--- config.mk ---
export PLATFORM = sky130hd
export DESIGN_NAME = line_preload_unit
export DESIGN_NICKNAME = d
export VERILOG_FILES = /design/src/rtl/lpu_pkg.sv /design/src/rtl/lpu_tag_store.sv /design/src/rtl/lpu_hint_class.sv /design/src/rtl/lpu_fill_ctrl.sv /design/src/rtl/line_preload_unit.sv
export SDC_FILE = /design/constraint.sdc
export NUM_CORES = 2
export LEC_CHECK = 0
export ABC_AREA = 0
export BUFFER_PORTS_ARGS = -buffer_cell sky130_fd_sc_hd__buf_2
export CORE_MARGIN = 3
export CORE_UTILIZATION = 62
export CTS_CLUSTER_DIAMETER = 120
export DETAILED_ROUTE_END_ITERATION = 8
export GPL_ROUTABILITY_DRIVEN = 1
export GPL_TIMING_DRIVEN = 0
export PLACE_DENSITY = 0.79
export SETUP_SLACK_MARGIN = 0.2
export SLEW_MARGIN = 20
export SYNTH_ARGS = -nofsm -noshare
export SYNTH_HDL_FRONTEND = slang
export SYNTH_HIERARCHICAL = 1
export SYNTH_SLANG_ARGS = --single-unit
--- constraint.sdc ---
create_clock -name clk -period 6.4 [get_ports clk]
set_input_delay 0.32 -clock clk [delete_from_list [all_inputs] [get_ports clk]]
set_output_delay 0.32 -clock clk [all_outputs]
set_load 0.05 [all_outputs]
--- src/rtl/lpu_pkg.sv ---
// Shared types for the line preload unit: completion codes and fill states.
package lpu_pkg;
    typedef enum logic [1:0] {
        ST_DROP = 2'd0,
        ST_HIT  = 2'd1,
        ST_FILL = 2'd2
    } lpu_status_e;

    typedef enum logic [1:0] {
        FS_IDLE = 2'd0,
        FS_REQ  = 2'd1,
        FS_BEAT = 2'd2
    } lpu_fill_e;
endpackage

--- src/rtl/lpu_tag_store.sv ---
// Direct-mapped tag, valid and line storage with two read ports (hint check
// and demand lookup) and three write actions: invalidate, beat write, commit.
// Assumes the caller invalidates an index before writing beats into it.
module lpu_tag_store #(
    parameter int LINE_W = 27,
    parameter int IDX_W  = 3,
    parameter int BEAT_W = 64,
    parameter int BEATS  = 4
) (
    input  logic                     clk,
    input  logic                     rst_n,
    input  logic [LINE_W-1:0]        lk_line,
    output logic                     lk_hit,
    input  logic [LINE_W-1:0]        dm_line,
    input  logic [$clog2(BEATS)-1:0] dm_word,
    output logic                     dm_hit,
    output logic [BEAT_W-1:0]        dm_data,
    input  logic                     inv_en,
    input  logic [IDX_W-1:0]         inv_idx,
    input  logic                     wr_en,
    input  logic [IDX_W-1:0]         wr_idx,
    input  logic [$clog2(BEATS)-1:0] wr_beat,
    input  logic [BEAT_W-1:0]        wr_data,
    input  logic                     cm_en,
    input  logic [IDX_W-1:0]         cm_idx,
    input  logic [LINE_W-IDX_W-1:0]  cm_tag
);
    localparam int SETS  = 1 << IDX_W;
    localparam int TAG_W = LINE_W - IDX_W;

    logic [SETS-1:0]   valid_q;
    logic [TAG_W-1:0]  tag_q  [SETS];
    logic [BEAT_W-1:0] data_q [SETS][BEATS];

    // Valid bits: cleared by reset and invalidate, set only by commit.
    always_ff @(posedge clk) begin
        if (!rst_n) begin
            valid_q <= '0;
        end else begin
            if (inv_en) valid_q[inv_idx] <= 1'b0;
            if (cm_en)  valid_q[cm_idx]  <= 1'b1;
        end
    end

    // Tag and line payload storage, no reset needed behind the valid bits.
    always_ff @(posedge clk) begin
        if (cm_en) tag_q[cm_idx] <= cm_tag;
        if (wr_en) data_q[wr_idx][wr_beat] <= wr_data;
    end

    // Hint-side and demand-side tag compare.
    always_comb begin
        lk_hit  = valid_q[lk_line[IDX_W-1:0]] &&
                  (tag_q[lk_line[IDX_W-1:0]] == lk_line[LINE_W-1:IDX_W]);
        dm_hit  = valid_q[dm_line[IDX_W-1:0]] &&
                  (tag_q[dm_line[IDX_W-1:0]] == dm_line[LINE_W-1:IDX_W]);
        dm_data = data_q[dm_line[IDX_W-1:0]][dm_word];
    end

    // a partially written line is never valid
    assert_beat_into_invalid_R7: assert property (@(posedge clk) disable iff (!rst_n)
        wr_en |-> !valid_q[wr_idx]);
    assert_commit_over_invalid_R7: assert property (@(posedge clk) disable iff (!rst_n)
        cm_en |-> !valid_q[cm_idx]);
endmodule

--- src/rtl/lpu_hint_class.sv ---
// Classifies an offered hint as drop, hit or miss from its attributes and
// the tag compare result. Purely combinational; exactly one output is high.
module lpu_hint_class (
    input  logic is_instr,
    input  logic cache_on,
    input  logic cacheable,
    input  logic present,
    output logic drop,
    output logic hit,
    output logic miss
);
    // Attribute gates take priority over the tag compare.
    always_comb begin
        drop = is_instr || !cache_on || !cacheable;
        hit  = !drop && present;
        miss = !drop && !present;
    end
endmodule

--- src/rtl/lpu_fill_ctrl.sv ---
// Runs one line fill: holds the request until taken, counts beats in
// ascending order, writes each good beat, commits the tag on the last beat
// and abandons on an error beat. Assumes no beats follow an error beat.
module lpu_fill_ctrl
    import lpu_pkg::*;
#(
    parameter int LINE_W = 27,
    parameter int IDX_W  = 3,
    parameter int OFF_W  = 5,
    parameter int BEAT_W = 64,
    parameter int BEATS  = 4
) (
    input  logic                     clk,
    input  logic                     rst_n,
    input  logic                     start,
    input  logic [LINE_W-1:0]        start_line,
    output logic                     idle,
    output logic                     active,
    output logic                     mem_req_valid,
    input  logic                     mem_req_ready,
    output logic [LINE_W+OFF_W-1:0]  mem_req_addr,
    input  logic                     mem_rsp_valid,
    input  logic [BEAT_W-1:0]        mem_rsp_data,
    input  logic                     mem_rsp_err,
    output logic                     wr_en,
    output logic [IDX_W-1:0]         wr_idx,
    output logic [$clog2(BEATS)-1:0] wr_beat,
    output logic [BEAT_W-1:0]        wr_data,
    output logic                     cm_en,
    output logic [IDX_W-1:0]         cm_idx,
    output logic [LINE_W-IDX_W-1:0]  cm_tag,
    output logic                     done_err
);
    localparam int BW = $clog2(BEATS);
    localparam logic [BW-1:0] LAST_BEAT = BW'(BEATS - 1);

    lpu_fill_e         state_q;
    logic [BW-1:0]     beat_q;
    logic [LINE_W-1:0] line_q;

    // Fill sequencing: idle -> request -> beats -> idle.
    always_ff @(posedge clk) begin
        if (!rst_n) begin
            state_q <= FS_IDLE;
            beat_q  <= '0;
            line_q  <= '0;
        end else begin
            case (state_q)
                FS_IDLE: if (start) begin
                    line_q  <= start_line;
                    state_q <= FS_REQ;
                end
                FS_REQ: if (mem_req_ready) begin
                    beat_q  <= '0;
                    state_q <= FS_BEAT;
                end
                FS_BEAT: if (mem_rsp_valid) begin
                    if (mem_rsp_err || beat_q == LAST_BEAT) state_q <= FS_IDLE;
                    else beat_q <= beat_q + 1'b1;
                end
                default: state_q <= FS_IDLE;
            endcase
        end
    end

    // Request, storage write and completion strobes.
    always_comb begin
        idle          = (state_q == FS_IDLE);
        active        = (state_q == FS_BEAT);
        mem_req_valid = (state_q == FS_REQ);
        mem_req_addr  = {line_q, {OFF_W{1'b0}}};
        wr_en         = active && mem_rsp_valid && !mem_rsp_err;
        wr_idx        = line_q[IDX_W-1:0];
        wr_beat       = beat_q;
        wr_data       = mem_rsp_data;
        cm_en         = wr_en && (beat_q == LAST_BEAT);
        cm_idx        = line_q[IDX_W-1:0];
        cm_tag        = line_q[LINE_W-1:IDX_W];
        done_err      = active && mem_rsp_valid && mem_rsp_err;
    end

    // an untaken request stays put
    assert_req_hold_R8: assert property (@(posedge clk) disable iff (!rst_n)
        mem_req_valid && !mem_req_ready |=> mem_req_valid && $stable(mem_req_addr));
    // at most one request per fill; none while beats are being collected
    assert_single_req_R6: assert property (@(posedge clk) disable iff (!rst_n)
        mem_req_valid && mem_req_ready |=> !mem_req_valid);
endmodule

--- src/rtl/line_preload_unit.sv ---
// Top of the preload hint engine. Accepts hints, drops non-qualifying ones,
// retires hits, starts one fill per true miss and reports each hint on a
// one-cycle status pulse. Assumes write-back is not needed for victims.
module line_preload_unit
    import lpu_pkg::*;
#(
    parameter int ADDR_W     = 32,
    parameter int LINE_BYTES = 32,
    parameter int BEAT_W     = 64,
    parameter int SETS       = 8
) (
    input  logic              clk,
    input  logic              rst_n,
    input  logic              hint_valid,
    output logic              hint_ready,
    input  logic [ADDR_W-1:0] hint_addr,
    input  logic              hint_is_instr,
    input  logic              hint_cacheable,
    input  logic              dcache_en,
    output logic              mem_req_valid,
    input  logic              mem_req_ready,
    output logic [ADDR_W-1:0] mem_req_addr,
    input  logic              mem_rsp_valid,
    input  logic [BEAT_W-1:0] mem_rsp_data,
    input  logic              mem_rsp_err,
    input  logic [ADDR_W-1:0] dmd_addr,
    output logic              dmd_hit,
    output logic [BEAT_W-1:0] dmd_data,
    output logic              stat_valid,
    output logic [1:0]        stat_code
);
    localparam int OFF_W   = $clog2(LINE_BYTES);
    localparam int IDX_W   = $clog2(SETS);
    localparam int LINE_W  = ADDR_W - OFF_W;
    localparam int TAG_W   = LINE_W - IDX_W;
    localparam int BEATS   = LINE_BYTES * 8 / BEAT_W;
    localparam int BW      = $clog2(BEATS);
    localparam int BYTE_OW = $clog2(BEAT_W / 8);

    logic [LINE_W-1:0] hint_line;
    logic [LINE_W-1:0] dmd_line;
    logic [BW-1:0]     dmd_word;
    logic              lk_hit, c_drop, c_hit, c_miss, accept;
    logic              f_idle, f_active, done_err;
    logic              wr_en, cm_en;
    logic [IDX_W-1:0]  wr_idx, cm_idx;
    logic [BW-1:0]     wr_beat;
    logic [BEAT_W-1:0] wr_data;
    logic [TAG_W-1:0]  cm_tag;
    logic              unused_low_bits;

    // Line alignment of hint and demand addresses.
    always_comb begin
        hint_line       = hint_addr[ADDR_W-1:OFF_W];
        dmd_line        = dmd_addr[ADDR_W-1:OFF_W];
        dmd_word        = dmd_addr[OFF_W-1:BYTE_OW];
        unused_low_bits = ^{hint_addr[OFF_W-1:0], dmd_addr[BYTE_OW-1:0]};
        hint_ready      = f_idle;
        accept          = hint_valid && hint_ready;
    end

    lpu_tag_store #(
        .LINE_W(LINE_W), .IDX_W(IDX_W), .BEAT_W(BEAT_W), .BEATS(BEATS)
    ) u_store (
        .clk(clk), .rst_n(rst_n),
        .lk_line(hint_line), .lk_hit(lk_hit),
        .dm_line(dmd_line), .dm_word(dmd_word), .dm_hit(dmd_hit), .dm_data(dmd_data),
        .inv_en(accept && c_miss), .inv_idx(hint_line[IDX_W-1:0]),
        .wr_en(wr_en), .wr_idx(wr_idx), .wr_beat(wr_beat), .wr_data(wr_data),
        .cm_en(cm_en), .cm_idx(cm_idx), .cm_tag(cm_tag)
    );

    lpu_hint_class u_class (
        .is_instr(hint_is_instr), .cache_on(dcache_en), .cacheable(hint_cacheable),
        .present(lk_hit), .drop(c_drop), .hit(c_hit), .miss(c_miss)
    );

    lpu_fill_ctrl #(
        .LINE_W(LINE_W), .IDX_W(IDX_W), .OFF_W(OFF_W), .BEAT_W(BEAT_W), .BEATS(BEATS)
    ) u_fill (
        .clk(clk), .rst_n(rst_n),
        .start(accept && c_miss), .start_line(hint_line),
        .idle(f_idle), .active(f_active),
        .mem_req_valid(mem_req_valid), .mem_req_ready(mem_req_ready),
        .mem_req_addr(mem_req_addr),
        .mem_rsp_valid(mem_rsp_valid), .mem_rsp_data(mem_rsp_data),
        .mem_rsp_err(mem_rsp_err),
        .wr_en(wr_en), .wr_idx(wr_idx), .wr_beat(wr_beat), .wr_data(wr_data),
        .cm_en(cm_en), .cm_idx(cm_idx), .cm_tag(cm_tag), .done_err(done_err)
    );

    // Completion pulse: immediate for drop/hit, at fill end for misses.
    always_ff @(posedge clk) begin
        if (!rst_n) begin
            stat_valid <= 1'b0;
            stat_code  <= ST_DROP;
        end else begin
            stat_valid <= (accept && !c_miss) || cm_en || done_err;
            if (accept && c_hit)        stat_code <= ST_HIT;
            else if (cm_en)             stat_code <= ST_FILL;
            else if (accept || done_err) stat_code <= ST_DROP;
        end
    end

    // dropped hints retire at once with no request
    assert_drop_no_req_R1: assert property (@(posedge clk) disable iff (!rst_n)
        accept && (hint_is_instr || !dcache_en || !hint_cacheable)
        |=> stat_valid && stat_code == ST_DROP && !mem_req_valid);
    // resident qualifying hint reports hit with no request
    assert_hit_no_req_R5: assert property (@(posedge clk) disable iff (!rst_n)
        accept && !hint_is_instr && dcache_en && hint_cacheable && dmd_hit && dmd_addr == hint_addr
        |=> stat_valid && stat_code == ST_HIT && !mem_req_valid);
    // request is line aligned
    assert_req_aligned_R4: assert property (@(posedge clk) disable iff (!rst_n)
        mem_req_valid |-> mem_req_addr[OFF_W-1:0] == '0);
    // no hint accepted while a fill runs
    assert_ready_low_busy_R8: assert property (@(posedge clk) disable iff (!rst_n)
        (mem_req_valid || f_active) |-> !hint_ready);
    // filled status follows a good beat
    assert_fill_after_beat_R6: assert property (@(posedge clk) disable iff (!rst_n)
        stat_valid && stat_code == ST_FILL |-> $past(mem_rsp_valid && !mem_rsp_err));
    // error beat retires the hint as dropped
    assert_err_drops_R9: assert property (@(posedge clk) disable iff (!rst_n)
        f_active && mem_rsp_valid && mem_rsp_err |=> stat_valid && stat_code == ST_DROP && hint_ready);
endmodule

==> results.md <==
* DR WL met2 at approximately 130000 um
* Crit path max fanout at 10
* # clock sinks at approximately 2300
* Layout Nets at 4556
* Initial Utilization at 0.628
* Final hold violations at 0
* Post-DP HPWL at about 150000 um
* CP top delay family: buffers and inverters
* RSZ-0062 raised after global routing: no
* CTS tree: done
* Hold Crit Class: in -> reg
* Routability cong. at 0.849
* Final worst-path cycle share at 0.880
* Initial antenna violation count at 15
* Max-Cap Viols at 0
* Element type at the critical path start: input port
* Num rows at 138
* Hold EP: stat_code[1]
* Largest stage delay, worst path at around 810 ps
* Most frequent cells in the layout: edfxtp_1, mux4_2, buf_2, clkbuf_16, clkbuf_1
* Outcome: finished, final reports clean
* GR Util All Layers at 0.360
* CTS H-tree lvls at 4
* Clk slew on worst S/H paths at 60 ps
* Clk_skew at between 30 and 40 ps
* Fmax at approximately 180 MHz
* Met1 Wirelength at between 80000 and 90000 um
* Hold path depth at 4
* Commonest non-fill, non-tap cell in the layout: edfxtp_1
* Fillers at ~7400
* Worst Path Buf+Inv at 7
* Synthesis-to-layout area growth at 15.9%
* Slew Limit Fails at 0
* Resized Gates After CTS at 0
* Slew @ Worst Pin at between 1000 and 1500 ps
* Setup slack after layout at around 770 ps
* R2r startpoint: u_store/tag_q[7][3]
* Critical-path cell list: dlygate4sd3_1 > buf_2 > buf_2 > buf_2 > buf_2 > mux4_2 > mux2i_1 > xnor2_1 > nor3_1 > nand4_1 > nor4_1 > and4b_1 > nand4_1 > dlygate4sd3_1 > o41ai_2 > dlygate4sd3_1
* Worst R2R Setup Slack at 1590 ps
* Met3 WL at 35600 um
* 1st-pass router iterations at 8
* Post-route non-filler standard cell count at between 6000 and 7000
* Initial DRC Count at between 8000 and 9000
* Critical Path End Type: flop
* # DRC at 0
* Die area at roughly 150000 um2
* Warnings from Yosys at 6
* Root buffer cell: clkbuf_16
* Remaining Overflow, GRT at 0
* Sum Neg Setup Slack at 0 ps
* Placed cells at roughly 6000
* Mapped Area at 89500 um2
* Vias at approximately 48000
* WP data arrival at around 6400 ps
* Number of buffers added on ports at roughly 160
* Total CTS buffers at 214
* Global-route wire length before repair at around 370000 um
* FF-to-FF End: stat_code[0]
* Cells on worst reg2reg path at 11
* WL/cell at roughly 40 um
* Minimum clock period at approximately 5600 ps
* PwrDens at about 300 nW/um2
* Max stage delay cell, worst path: nor4_1
* Pleak at about 33 nW
* Core Util, Final at 0.728
* Overall power at a little over 30 mW
* Total Wirelength at 263000 um
* Clk Latency, worst-skew pair at 850 ps
* Cell mode on critical path: buf_2
* Number of global-route vias before repair at between 40000 and 50000
* Syn Inst Count at between 3000 and 4000
* I/O pin count at roughly 240
* WP data required at just over 7000 ps
* Share of cells above drive strength 1 at 0.355
* Slew HR at 0.147
* Vias per std cell at roughly 7.3
* Setup slack at placement at 1040 ps
* Worst vdd ir at between 200 and 250 uV
* Die X-Extent at 386 um
* Antenna Nets Post-Route at 0
* Setup Viol. Count Final at 0
* Top Layer Used: met5
* Longest Clk Path Bufs at 3
* Syn Area/Cell at ~23 um2
* Die height at 386 um
* Core ar. at 142000 um2
* Largest net degree at the start of global routing at 33
* Min-delay src: mem_rsp_valid
* Critical path class: in -> reg
[through the flow]
step | cell area [um2] | hold slack (ps)
floorplan | 89500 | 437
global placement | 92600 | 458
global route | 104000 | 103
detailed placement | 95900 | 461
finish | 104000 | 66.1
CTS | 104000 | 19.4
[power by group]
| part | leakage (nW) | total, mW | switching, mW | internal [mW] |
|---|---|---|---|---|
| Sequential | 20.8 | 16.4 | 0.0101 | 16.4 |
| Clock | 3.29 | 12.4 | 5.59 | 6.77 |
| Combinational | 9.38 | 1.88 | 1.18 | 0.698 |
[how the worst max path moves through the flow]
stage,start,slack (ps),to,cells past startpoint
CTS,hint_addr[6],1050,stat_code[0],16
detailed placement,hint_addr[6],1040,u_fill/line_q[8],17
floorplan,u_fill/state_q[1],1760,u_store/data_q[3][192],6
global placement,u_fill/state_q[1],-2190,u_store/data_q[5][154],5
finish,hint_addr[6],770,stat_code[0],16
global route,hint_addr[6],750,stat_code[0],16
[worst register-to-register path: cells and delay by family, from the launching register on]
family          cells  cell delay (ps)
buf+inv             2             1190
simple gates        5             2190
flops               1              420
mux                 2              700
compound gates      1               50
xor+xnor            1              160
[routing by layer]
metal	track usage	up-vias
met5	0	-
met4	0.164	12
met3	0.0895	968
met2	0.571	4768
met1	0.479	24500
li1	-	17500
[flip-flops by register name, summed over array words and instances, names as in the netlist]
register / cells
u_store/data_q: 2048
u_fill/state_q: 2
u_fill/wr_beat: 2
stat_valid: 1
u_store/valid_q: 8
u_store/tag_q: 192
stat_code: 2
u_fill/line_q: 27
[repair_timing]
item                                    CTS  global route
hold buffers                            100             0
endpoints found under the hold margin  2090             0
buffers inserted                          0             0
[area by class of cell]
cell class / instances / area (um2) / area share
flip-flops and latches: 2282 / 68100 / 0.657
multi-input cells: 1229 / 20000 / 0.193
clock buffers: 276 / 5830 / 0.0562
repair buffers: 391 / 4780 / 0.0462
well taps: 1890 / 2360 / 0.0228
plain buffers: 295 / 1700 / 0.0164
clock inverters: 120 / 850 / 0.00820
diodes: 14 / 35.0 / 0.000338
inverters: 5 / 18.8 / 0.000181
No activity file was read; power rests on OpenSTA's default activity.
